[src/rtl/pci_err_pkg.sv]
package pci_err_pkg;

    localparam int STAT_W = 16;

    typedef enum logic [1:0] {
        SRC_BRIDGE = 2'b00,
        SRC_DMA0   = 2'b01,
        SRC_DMA1   = 2'b10,
        SRC_OTHER  = 2'b11
    } err_src_e;

    localparam int B_DET_PAR  = 15;
    localparam int B_SYS_ERR  = 14;
    localparam int B_MST_ABT  = 13;
    localparam int B_RCV_TABT = 12;
    localparam int B_SIG_TABT = 11;
    localparam int B_MST_DPAR = 8;

    localparam logic [STAT_W-1:0] STICKY_MASK = 16'hF900;
    localparam logic [STAT_W-1:0] DIRECT_IRQ_MASK = 16'hC900;
    localparam logic [STAT_W-1:0] RO_TIMING_FIELD = 16'h0400;

    typedef struct packed {
        logic     par_tgt_wr;
        logic     par_mst_rd;
        err_src_e par_mst_src;
        logic     addr_par;
        logic     sys_err;
        logic     mabort;
        err_src_e mabort_src;
        logic     tabort_mst;
        err_src_e tabort_src;
        logic     tabort_tgt;
    } err_evt_t;

    function automatic logic is_bridge(err_src_e s);
        return s == SRC_BRIDGE;
    endfunction

endpackage

[src/rtl/err_evt_decode.sv]
module err_evt_decode
    import pci_err_pkg::*;
(
    input  err_evt_t           evt,
    input  logic               par_resp_en,
    output logic [STAT_W-1:0]  set_vec,
    output logic               mab_irq_set,
    output logic               tab_irq_set
);

    always_comb begin
        set_vec = '0;
        set_vec[B_DET_PAR]  = evt.par_tgt_wr | evt.par_mst_rd | evt.addr_par;
        set_vec[B_SYS_ERR]  = evt.sys_err;
        set_vec[B_MST_ABT]  = evt.mabort;
        set_vec[B_RCV_TABT] = evt.tabort_mst;
        set_vec[B_SIG_TABT] = evt.tabort_tgt;
        set_vec[B_MST_DPAR] = evt.par_mst_rd & par_resp_en & is_bridge(evt.par_mst_src);
        mab_irq_set = evt.mabort & is_bridge(evt.mabort_src);
        tab_irq_set = evt.tabort_mst & is_bridge(evt.tabort_src);
    end

endmodule

[src/rtl/err_sticky_cell.sv]
module err_sticky_cell (
    input  logic clk,
    input  logic rst,
    input  logic set,
    input  logic clr,
    output logic q
);

    always_ff @(posedge clk) begin
        if (rst)      q <= 1'b0;
        else if (set) q <= 1'b1;
        else if (clr) q <= 1'b0;
    end


    set_wins_chk: assert property (@(posedge clk) disable iff (rst)
        set |=> q);


    w1c_clear_chk: assert property (@(posedge clk) disable iff (rst)
        (clr && !set) |=> !q);


    no_self_set_chk: assert property (@(posedge clk) disable iff (rst)
        (!set && !q) |=> !q);

endmodule

[src/rtl/pci_err_status.sv]
module pci_err_status
    import pci_err_pkg::*;
(
    input  logic              clk,
    input  logic              rst,
    input  logic              par_resp_en,
    input  logic              ev_par_tgt_wr,
    input  logic              ev_par_mst_rd,
    input  logic [1:0]        ev_par_mst_src,
    input  logic              ev_addr_par,
    input  logic              ev_serr,
    input  logic              ev_mabort,
    input  logic [1:0]        ev_mabort_src,
    input  logic              ev_tabort_mst,
    input  logic [1:0]        ev_tabort_src,
    input  logic              ev_tabort_tgt,
    input  logic              wr_en,
    input  logic [15:0]       wr_data,
    output logic [15:0]       rd_data,
    output logic              irq
);

    err_evt_t          evt;
    logic [STAT_W-1:0] set_vec;
    logic [STAT_W-1:0] clr_vec;
    logic [STAT_W-1:0] stat_q;
    logic              mab_irq_set, tab_irq_set;
    logic              mab_pend, tab_pend;

    always_comb begin
        evt.par_tgt_wr  = ev_par_tgt_wr;
        evt.par_mst_rd  = ev_par_mst_rd;
        evt.par_mst_src = err_src_e'(ev_par_mst_src);
        evt.addr_par    = ev_addr_par;
        evt.sys_err     = ev_serr;
        evt.mabort      = ev_mabort;
        evt.mabort_src  = err_src_e'(ev_mabort_src);
        evt.tabort_mst  = ev_tabort_mst;
        evt.tabort_src  = err_src_e'(ev_tabort_src);
        evt.tabort_tgt  = ev_tabort_tgt;
    end

    err_evt_decode u_decode (
        .evt         (evt),
        .par_resp_en (par_resp_en),
        .set_vec     (set_vec),
        .mab_irq_set (mab_irq_set),
        .tab_irq_set (tab_irq_set)
    );

    assign clr_vec = wr_en ? wr_data : '0;

    for (genvar i = 0; i < STAT_W; i++) begin : g_flag
        if (STICKY_MASK[i]) begin : g_sticky
            err_sticky_cell u_cell (
                .clk (clk),
                .rst (rst),
                .set (set_vec[i]),
                .clr (clr_vec[i]),
                .q   (stat_q[i])
            );
        end else begin : g_fixed
            assign stat_q[i] = 1'b0;
        end
    end

    err_sticky_cell u_mab_pend (
        .clk (clk),
        .rst (rst),
        .set (mab_irq_set),
        .clr (clr_vec[B_MST_ABT]),
        .q   (mab_pend)
    );

    err_sticky_cell u_tab_pend (
        .clk (clk),
        .rst (rst),
        .set (tab_irq_set),
        .clr (clr_vec[B_RCV_TABT]),
        .q   (tab_pend)
    );

    assign rd_data = stat_q | RO_TIMING_FIELD;
    assign irq     = (|(stat_q & DIRECT_IRQ_MASK)) | mab_pend | tab_pend;


    irq_has_cause_chk: assert property (@(posedge clk) disable iff (rst)
        irq |-> (|(rd_data & STICKY_MASK)));


    mdpe_gate_chk: assert property (@(posedge clk) disable iff (rst)
        (!par_resp_en && !rd_data[B_MST_DPAR]) |=> !rd_data[B_MST_DPAR]);


    mab_pend_flag_chk: assert property (@(posedge clk) disable iff (rst)
        mab_pend |-> rd_data[B_MST_ABT]);


    tab_pend_flag_chk: assert property (@(posedge clk) disable iff (rst)
        tab_pend |-> rd_data[B_RCV_TABT]);

endmodule

[config.mk]
export PLATFORM = sky130hd
export DESIGN_NAME = pci_err_status
export DESIGN_NICKNAME = d
export VERILOG_FILES = /design/src/rtl/pci_err_pkg.sv /design/src/rtl/err_evt_decode.sv /design/src/rtl/err_sticky_cell.sv /design/src/rtl/pci_err_status.sv
export SDC_FILE = /design/constraint.sdc
export NUM_CORES = 1
export LEC_CHECK = 0
export CAP_MARGIN = 20
export CORE_MARGIN = 8
export CORE_UTILIZATION = 27
export DETAILED_ROUTE_END_ITERATION = 8
export PLACE_DENSITY_LB_ADDON = 0.08
export RECOVER_POWER = 50
export SLEW_MARGIN = 30
export SYNTH_ARGS = -nofsm -noshare
export SYNTH_HDL_FRONTEND = slang
export SYNTH_SLANG_ARGS = --single-unit
[constraint.sdc]
create_clock -name clk -period 0.85 [get_ports clk]
set_input_delay 0.17 -clock clk [delete_from_list [all_inputs] [get_ports clk]]
set_output_delay 0.17 -clock clk [all_outputs]
set_load 0.1 [all_outputs]
==> impl_metrics.env, run 1 <==
export IMPL_ant_nets=0
export IMPL_clk_pin_slew_ps=50
export IMPL_final_layout_size_suffix_gt1_frac=0.425
export IMPL_whs_ps=205
export IMPL_dieArea_sq_um=3310
export IMPL_peakVddDrop_uv=1200
export IMPL_routedWlPerCell_um=12.7
export IMPL_antenna_found_initial=0
export IMPL_critPathSlowestCell="dfxtp_2"
export IMPL_grt_ovfl_total=0
export IMPL_final_hold_violation_count=0
export IMPL_layout_cells_most_common_list="clkdlybuf4s50_1 (14), conb_1 (10), dfxtp_2 (7), buf_12 (7)"
export IMPL_place_ws_ps=-420
export IMPL_start_kind="flip-flop"
export IMPL_rsz0062_at_grt="yes"
export IMPL_die_x_um=57.5
export IMPL_fp_dieH_um=57.5
export IMPL_htree_levels=1
export IMPL_critPathArrivalTime_ps=1140
export IMPL_cts_buffers=3
export IMPL_dp_hpwl_um=1030
export IMPL_path_class="flip-flop to primary output"
export IMPL_initialDrtViolationCount=1
export IMPL_grt_pass1_vias=438
export IMPL_slew_viol_final=0
export IMPL_cts_sinks=8
export IMPL_initial_core_util=0.279
export IMPL_fmax_mhz=763
export IMPL_powerDensity_nw_per_um2=1550
export IMPL_gr_usage_all_layers=0.0729
export IMPL_drt_total_wl_um=1230
export IMPL_final_common_cell="clkdlybuf4s50_1"
export IMPL_area_growth_pct=89.8
export IMPL_finalCriticalPeriod_ps=1310
export IMPL_clk_latency_ps=250
export IMPL_final_setup_worst_slack_ps=-460
export IMPL_gp_congestion=0.619
export IMPL_cp_max_fo=2
export IMPL_synth_seq_area_share=0.344
export IMPL_status="complete, but fails checks"
export IMPL_max_cap_viol_count=0
export IMPL_synth_cell_types=13
export IMPL_ys_warnings_count=0
export IMPL_skew_ps=0
export IMPL_required_ps=680
export IMPL_grt_max_degree=9
export IMPL_syn_inst=49
export IMPL_cts_root_buf="clkbuf_4"
export IMPL_clock_path_buffers=2
export IMPL_viasPerCell=4.34
export IMPL_synth_seq_cells=8
export IMPL_p_leak_nw=0.411
export IMPL_path_cells="nor4_4, nand2_4, buf_12"
export IMPL_pin_count=50
export IMPL_vias=421
export IMPL_fin_nets=115
export IMPL_fin_tns_setup_ps=-1400
export IMPL_route_detailed_drc=0
export IMPL_path_buf_inv=1
export IMPL_fin_crit_sh=1.54
export IMPL_violations="negative setup slack"
export IMPL_io_buffers=29
export IMPL_hold_path_class="input pin to flip-flop"
export IMPL_core_area_sq_um=1670
export IMPL_holdBufCountCts=0
export IMPL_cp_end_kind="primary output"
export IMPL_antenna_cells=0
export IMPL_synth_avg_cell_area_sq_um=9.50
export IMPL_setup_violations=9
export IMPL_grt_pass1_wl_um=1880
export IMPL_worst_path_dominant_cell_family="simple AND/OR/NAND/NOR gates"
export IMPL_cts_tree="built"
export IMPL_critPathMaxStageDelay_ps=330
export IMPL_row_count=15
export IMPL_drtPass1Iterations=3
export IMPL_synth_area_sq_um=465
## metal layers
| layer | wire (um) | GRT usage | vias up |
|---|---|---|---|
| met5 | 0 | 0 | - |
| met3 | 134 | 0.0583 | 2 |
| met1 | 436 | 0.0620 | 194 |
| li1 | - | - | 206 |
| met2 | 652 | 0.127 | 19 |
| met4 | 9 | 0.0214 | 0 |
## synthesized netlist by cell type
master | count | area share
or3b_1 | 2 | 0.038
buf_4 | 16 | 0.26
a21bo_2 | 4 | 0.086
nand4bb_1 | 1 | 0.024
nor2_1 | 1 | 0.0081
dfxtp_1 | 8 | 0.34
o21ba_2 | 4 | 0.086
nor3_1 | 1 | 0.011
a21boi_0 | 4 | 0.065
nor4_1 | 1 | 0.013
a21oi_1 | 4 | 0.043
conb_1 | 2 | 0.016
nand2_1 | 1 | 0.0081
## cell type report
type | count | area, sq um
tap | 17 | 21.3
multi-input combinational | 33 | 238
timing repair buffer | 36 | 433
fill | 155 | 787
clock buffer | 3 | 22.5
sequential | 8 | 169
## kinds of logic (layout without fill, tap and decap cells)
kind of cell / Yosys count / after routing / synth area share
AND/OR/NAND/NOR: 7 / 7 / 0.102
AO/OA/AOI/OAI: 16 / 16 / 0.280
other: 2 / 10 / 0.0161
buffers and inverters: 16 / 39 / 0.258
flip-flops: 8 / 8 / 0.344
## registers in the layout, indices dropped and copies added (netlist names)
| name | count |
|---|---|
| g_flag.g_sticky.u_cell.q | 6 |
| u_mab_pend.q | 1 |
| u_tab_pend.q | 1 |
## where the power goes
group          switching (mW)  internal [mW]  leakage, nW  total, mW
clock                   0.128          0.162       0.0138      0.289
combinational           0.423          0.236        0.329      0.659
sequential             0.0212          0.402       0.0682      0.423
## worst register-to-register path, stage by stage, from the launching register on
cell,delay [ps]
dfxtp_2,330
buf_6,120
a21boi_1,120
o21ba_2,200
## timing repair
action | in CTS | in global routing
resized for setup | 16 | 5
buffers inserted | 0 | 1
pin swaps | 3 | 5
setup endpoints to repair | 15 | 15
## through the flow
stage,std cells,area [sq um],total power [mW],utilization
final,97,883,1.37,0.529
after global routing,97,883,1.44,0.529
after CTS,97,873,1.40,0.523
after detailed placement,94,833,1.09,0.499
after global placement,94,833,1.09,0.499
after floorplan,57,519,0.899,-
## final timing paths
kind	depth (start not counted)	slack (ps)	start	endpoint
hold / removal	3	210	ev_tabort_src[1]	u_tab_pend.q$_SDFFE_PP0P_
setup reg to reg	3	-30	g_flag[14].g_sticky.u_cell.q$_SDFFE_PP0P_	g_flag[14].g_sticky.u_cell.q$_SDFFE_PP0P_
setup / recovery	3	-460	u_mab_pend.q$_SDFFE_PP0P_	irq
hold reg to reg	2	590	u_mab_pend.q$_SDFFE_PP0P_	u_mab_pend.q$_SDFFE_PP0P_
Power figures use the tool's default switching activity.
==> run 2, diff against run 1 <==
CORE_UTILIZATION = 31   (was 27)
SKIP_LAST_GASP = 1   (was not set)
SYNTH_HIERARCHICAL = 1   (was not set)
==> impl_metrics.env, run 2 <==
export IMPL_status="complete, but fails checks"
export IMPL_violations="negative setup slack"
export IMPL_path_depth=3
export IMPL_antenna_cells=0
export IMPL_gr_usage_all_layers=0.0805
export IMPL_hold_path_class="input pin to flip-flop"
export IMPL_setup_violations=8
export IMPL_cts_buffers=3
export IMPL_required_ps=680
export IMPL_r2r_start="g_flag[15].g_sticky.u_cell/q$_SDFFE_PP0P_"
export IMPL_gp_congestion=0.665
export IMPL_regMostFlops="g_flag.g_sticky.u_cell/q"
export IMPL_grt_pass1_wl_um=2090
export IMPL_viasPerCell=4.15
export IMPL_top_regs="g_flag.g_sticky.u_cell/q (6), u_mab_pend/q (1), u_tab_pend/q (1)"
export IMPL_path_buf_inv=1
export IMPL_final_common_cell="clkdlybuf4s50_1"
export IMPL_cp_end_kind="primary output"
export IMPL_cts_sinks=8
export IMPL_core_area_sq_um=1520
export IMPL_initial_core_util=0.333
export IMPL_clk_latency_ps=260
export IMPL_vias=461
export IMPL_ant_nets=0
export IMPL_cts_root_buf="clkbuf_4"
export IMPL_slew_viol_final=0
export IMPL_path_class="flip-flop to primary output"
export IMPL_drtPass1Iterations=2
export IMPL_final_layout_size_suffix_gt1_frac=0.368
export IMPL_antenna_found_initial=0
export IMPL_cp_max_fo=2
export IMPL_io_buffers=29
export IMPL_path_cells="nor4_4, nand2_4, buf_12"
export IMPL_synth_avg_cell_area_sq_um=8.33
export IMPL_initialDrtViolationCount=4
export IMPL_nFillCells=126
export IMPL_multi_input_area_sq_um=279
export IMPL_worstRegToRegCells=5
export IMPL_fin_crit_sh=1.58
export IMPL_endpoint="irq"
export IMPL_critPathSlowestCell="dfxtp_4"
export IMPL_power_mw=1.43
export IMPL_regArea_sq_um=183
export IMPL_dieArea_sq_um=3190
export IMPL_cts_tree="built"
export IMPL_reg2reg_slack_ps=-90
export IMPL_rsz0062_at_grt="yes"
export IMPL_layout_cells_most_common_list="clkdlybuf4s50_1 (20), conb_1 (10), inv_1 (8), buf_12 (8)"
export IMPL_hp_start="ev_par_mst_rd"
export IMPL_final_setup_worst_slack_ps=-494
export IMPL_pin_count=50
export IMPL_critPathMaxStageDelay_ps=350
export IMPL_crit_path_start="g_flag[15].g_sticky.u_cell/q$_SDFFE_PP0P_"
export IMPL_finalCriticalPeriod_ps=1340
export IMPL_route_detailed_drc=0
export IMPL_routedWlPerCell_um=11.4
export IMPL_die_x_um=56.5
export IMPL_dp_hpwl_um=1060
export IMPL_worst_path_dominant_cell_family="simple AND/OR/NAND/NOR gates"
export IMPL_r2r_end="g_flag[15].g_sticky.u_cell/q$_SDFFE_PP0P_"
export IMPL_drt_total_wl_um=1270
export IMPL_htree_levels=1
export IMPL_synth_area_sq_um=508
export IMPL_final_hold_violation_count=0
export IMPL_largest_register_ffs=6
export IMPL_grt_ovfl_total=0
export IMPL_place_area_sq_um=908
export IMPL_row_count=14
export IMPL_clk_pin_slew_ps=60
export IMPL_start_kind="flip-flop"
export IMPL_ys_warnings_count=6
export IMPL_peakVddDrop_uv=726
export IMPL_postLayoutCellArea_sq_um=972
export IMPL_fp_dieH_um=56.5
export IMPL_skew_ps=0
export IMPL_critPathArrivalTime_ps=1170
export IMPL_max_cap_viol_count=0
export IMPL_syn_inst=61
export IMPL_fin_nets=129
export IMPL_clock_path_buffers=2
export IMPL_grt_max_degree=9
export IMPL_p_leak_nw=0.418
export IMPL_fmax_mhz=744
export IMPL_powerDensity_nw_per_um2=1470
export IMPL_area_growth_pct=91.4
export IMPL_grt_pass1_vias=484
==> run 2: repair_timing <==
action,4_1_cts,5_1_grt
pin swaps,0,3
gates resized for setup,5,4
setup buffers,1,2
setup endpoints to repair,15,10
hold buffers,0,0
==> run 2: how the worst min path moves through the flow <==
| stage | cells past startpoint | endpoint | slack [ps] |
|---|---|---|---|
| 2_1_floorplan | 1 | g_flag[11].g_sticky.u_cell/q$_SDFFE_PP0P_ | 220 |
| 3_3_place_gp | 2 | g_flag[13].g_sticky.u_cell/q$_SDFFE_PP0P_ | 510 |
| 3_5_place_dp | 2 | g_flag[13].g_sticky.u_cell/q$_SDFFE_PP0P_ | 510 |
| 4_1_cts | 4 | g_flag[15].g_sticky.u_cell/q$_SDFFE_PP0P_ | 380 |
| 5_1_grt | 4 | g_flag[15].g_sticky.u_cell/q$_SDFFE_PP0P_ | 420 |
| 6_report | 4 | g_flag[15].g_sticky.u_cell/q$_SDFFE_PP0P_ | 370 |
==> run 2: area by class of cell <==
cell class | count | area share
multi-input combinational | 39 | 0.287
tap | 16 | 0.0206
clock buffer | 4 | 0.0270
timing repair buffer | 36 | 0.447
inverter | 8 | 0.0309
sequential | 8 | 0.188
==> run 2: per-layer routing <==
layer,GRT usage,wire length (um),up-vias
met5,0,0,-
met4,0.0722,40,0
met3,0.0225,87,4
met2,0.125,634,23
met1,0.0857,503,200
li1,-,-,234
==> run 2: tightest hold or removal path, stage by stage <==
cell	delay (ps)
dlygate4sd2_1	210
or3_1	100
inv_1	40
a21oi_2	90
==> run 2: report_power, final <==
part           switching, mW  leakage (nW)  total, mW  internal [mW]
Combinational          0.438         0.333      0.691          0.252
Sequential            0.0226        0.0697      0.414          0.392
Clock                  0.146        0.0150      0.327          0.181
==> run 2: metrics by stage <==
stage                     hold slack [ps]   util  std cells  worst slack, ps  TNS [ps]
after global placement                505  0.596        105             -343     -2860
after CTS                             380  0.624        110             -491     -1580
after detailed placement              510  0.596        105             -351     -2950
after floorplan                       223      -         69             -315      -315
after global routing                  419  0.638        111             -545     -1910
final                                 374  0.638        111             -494     -1720
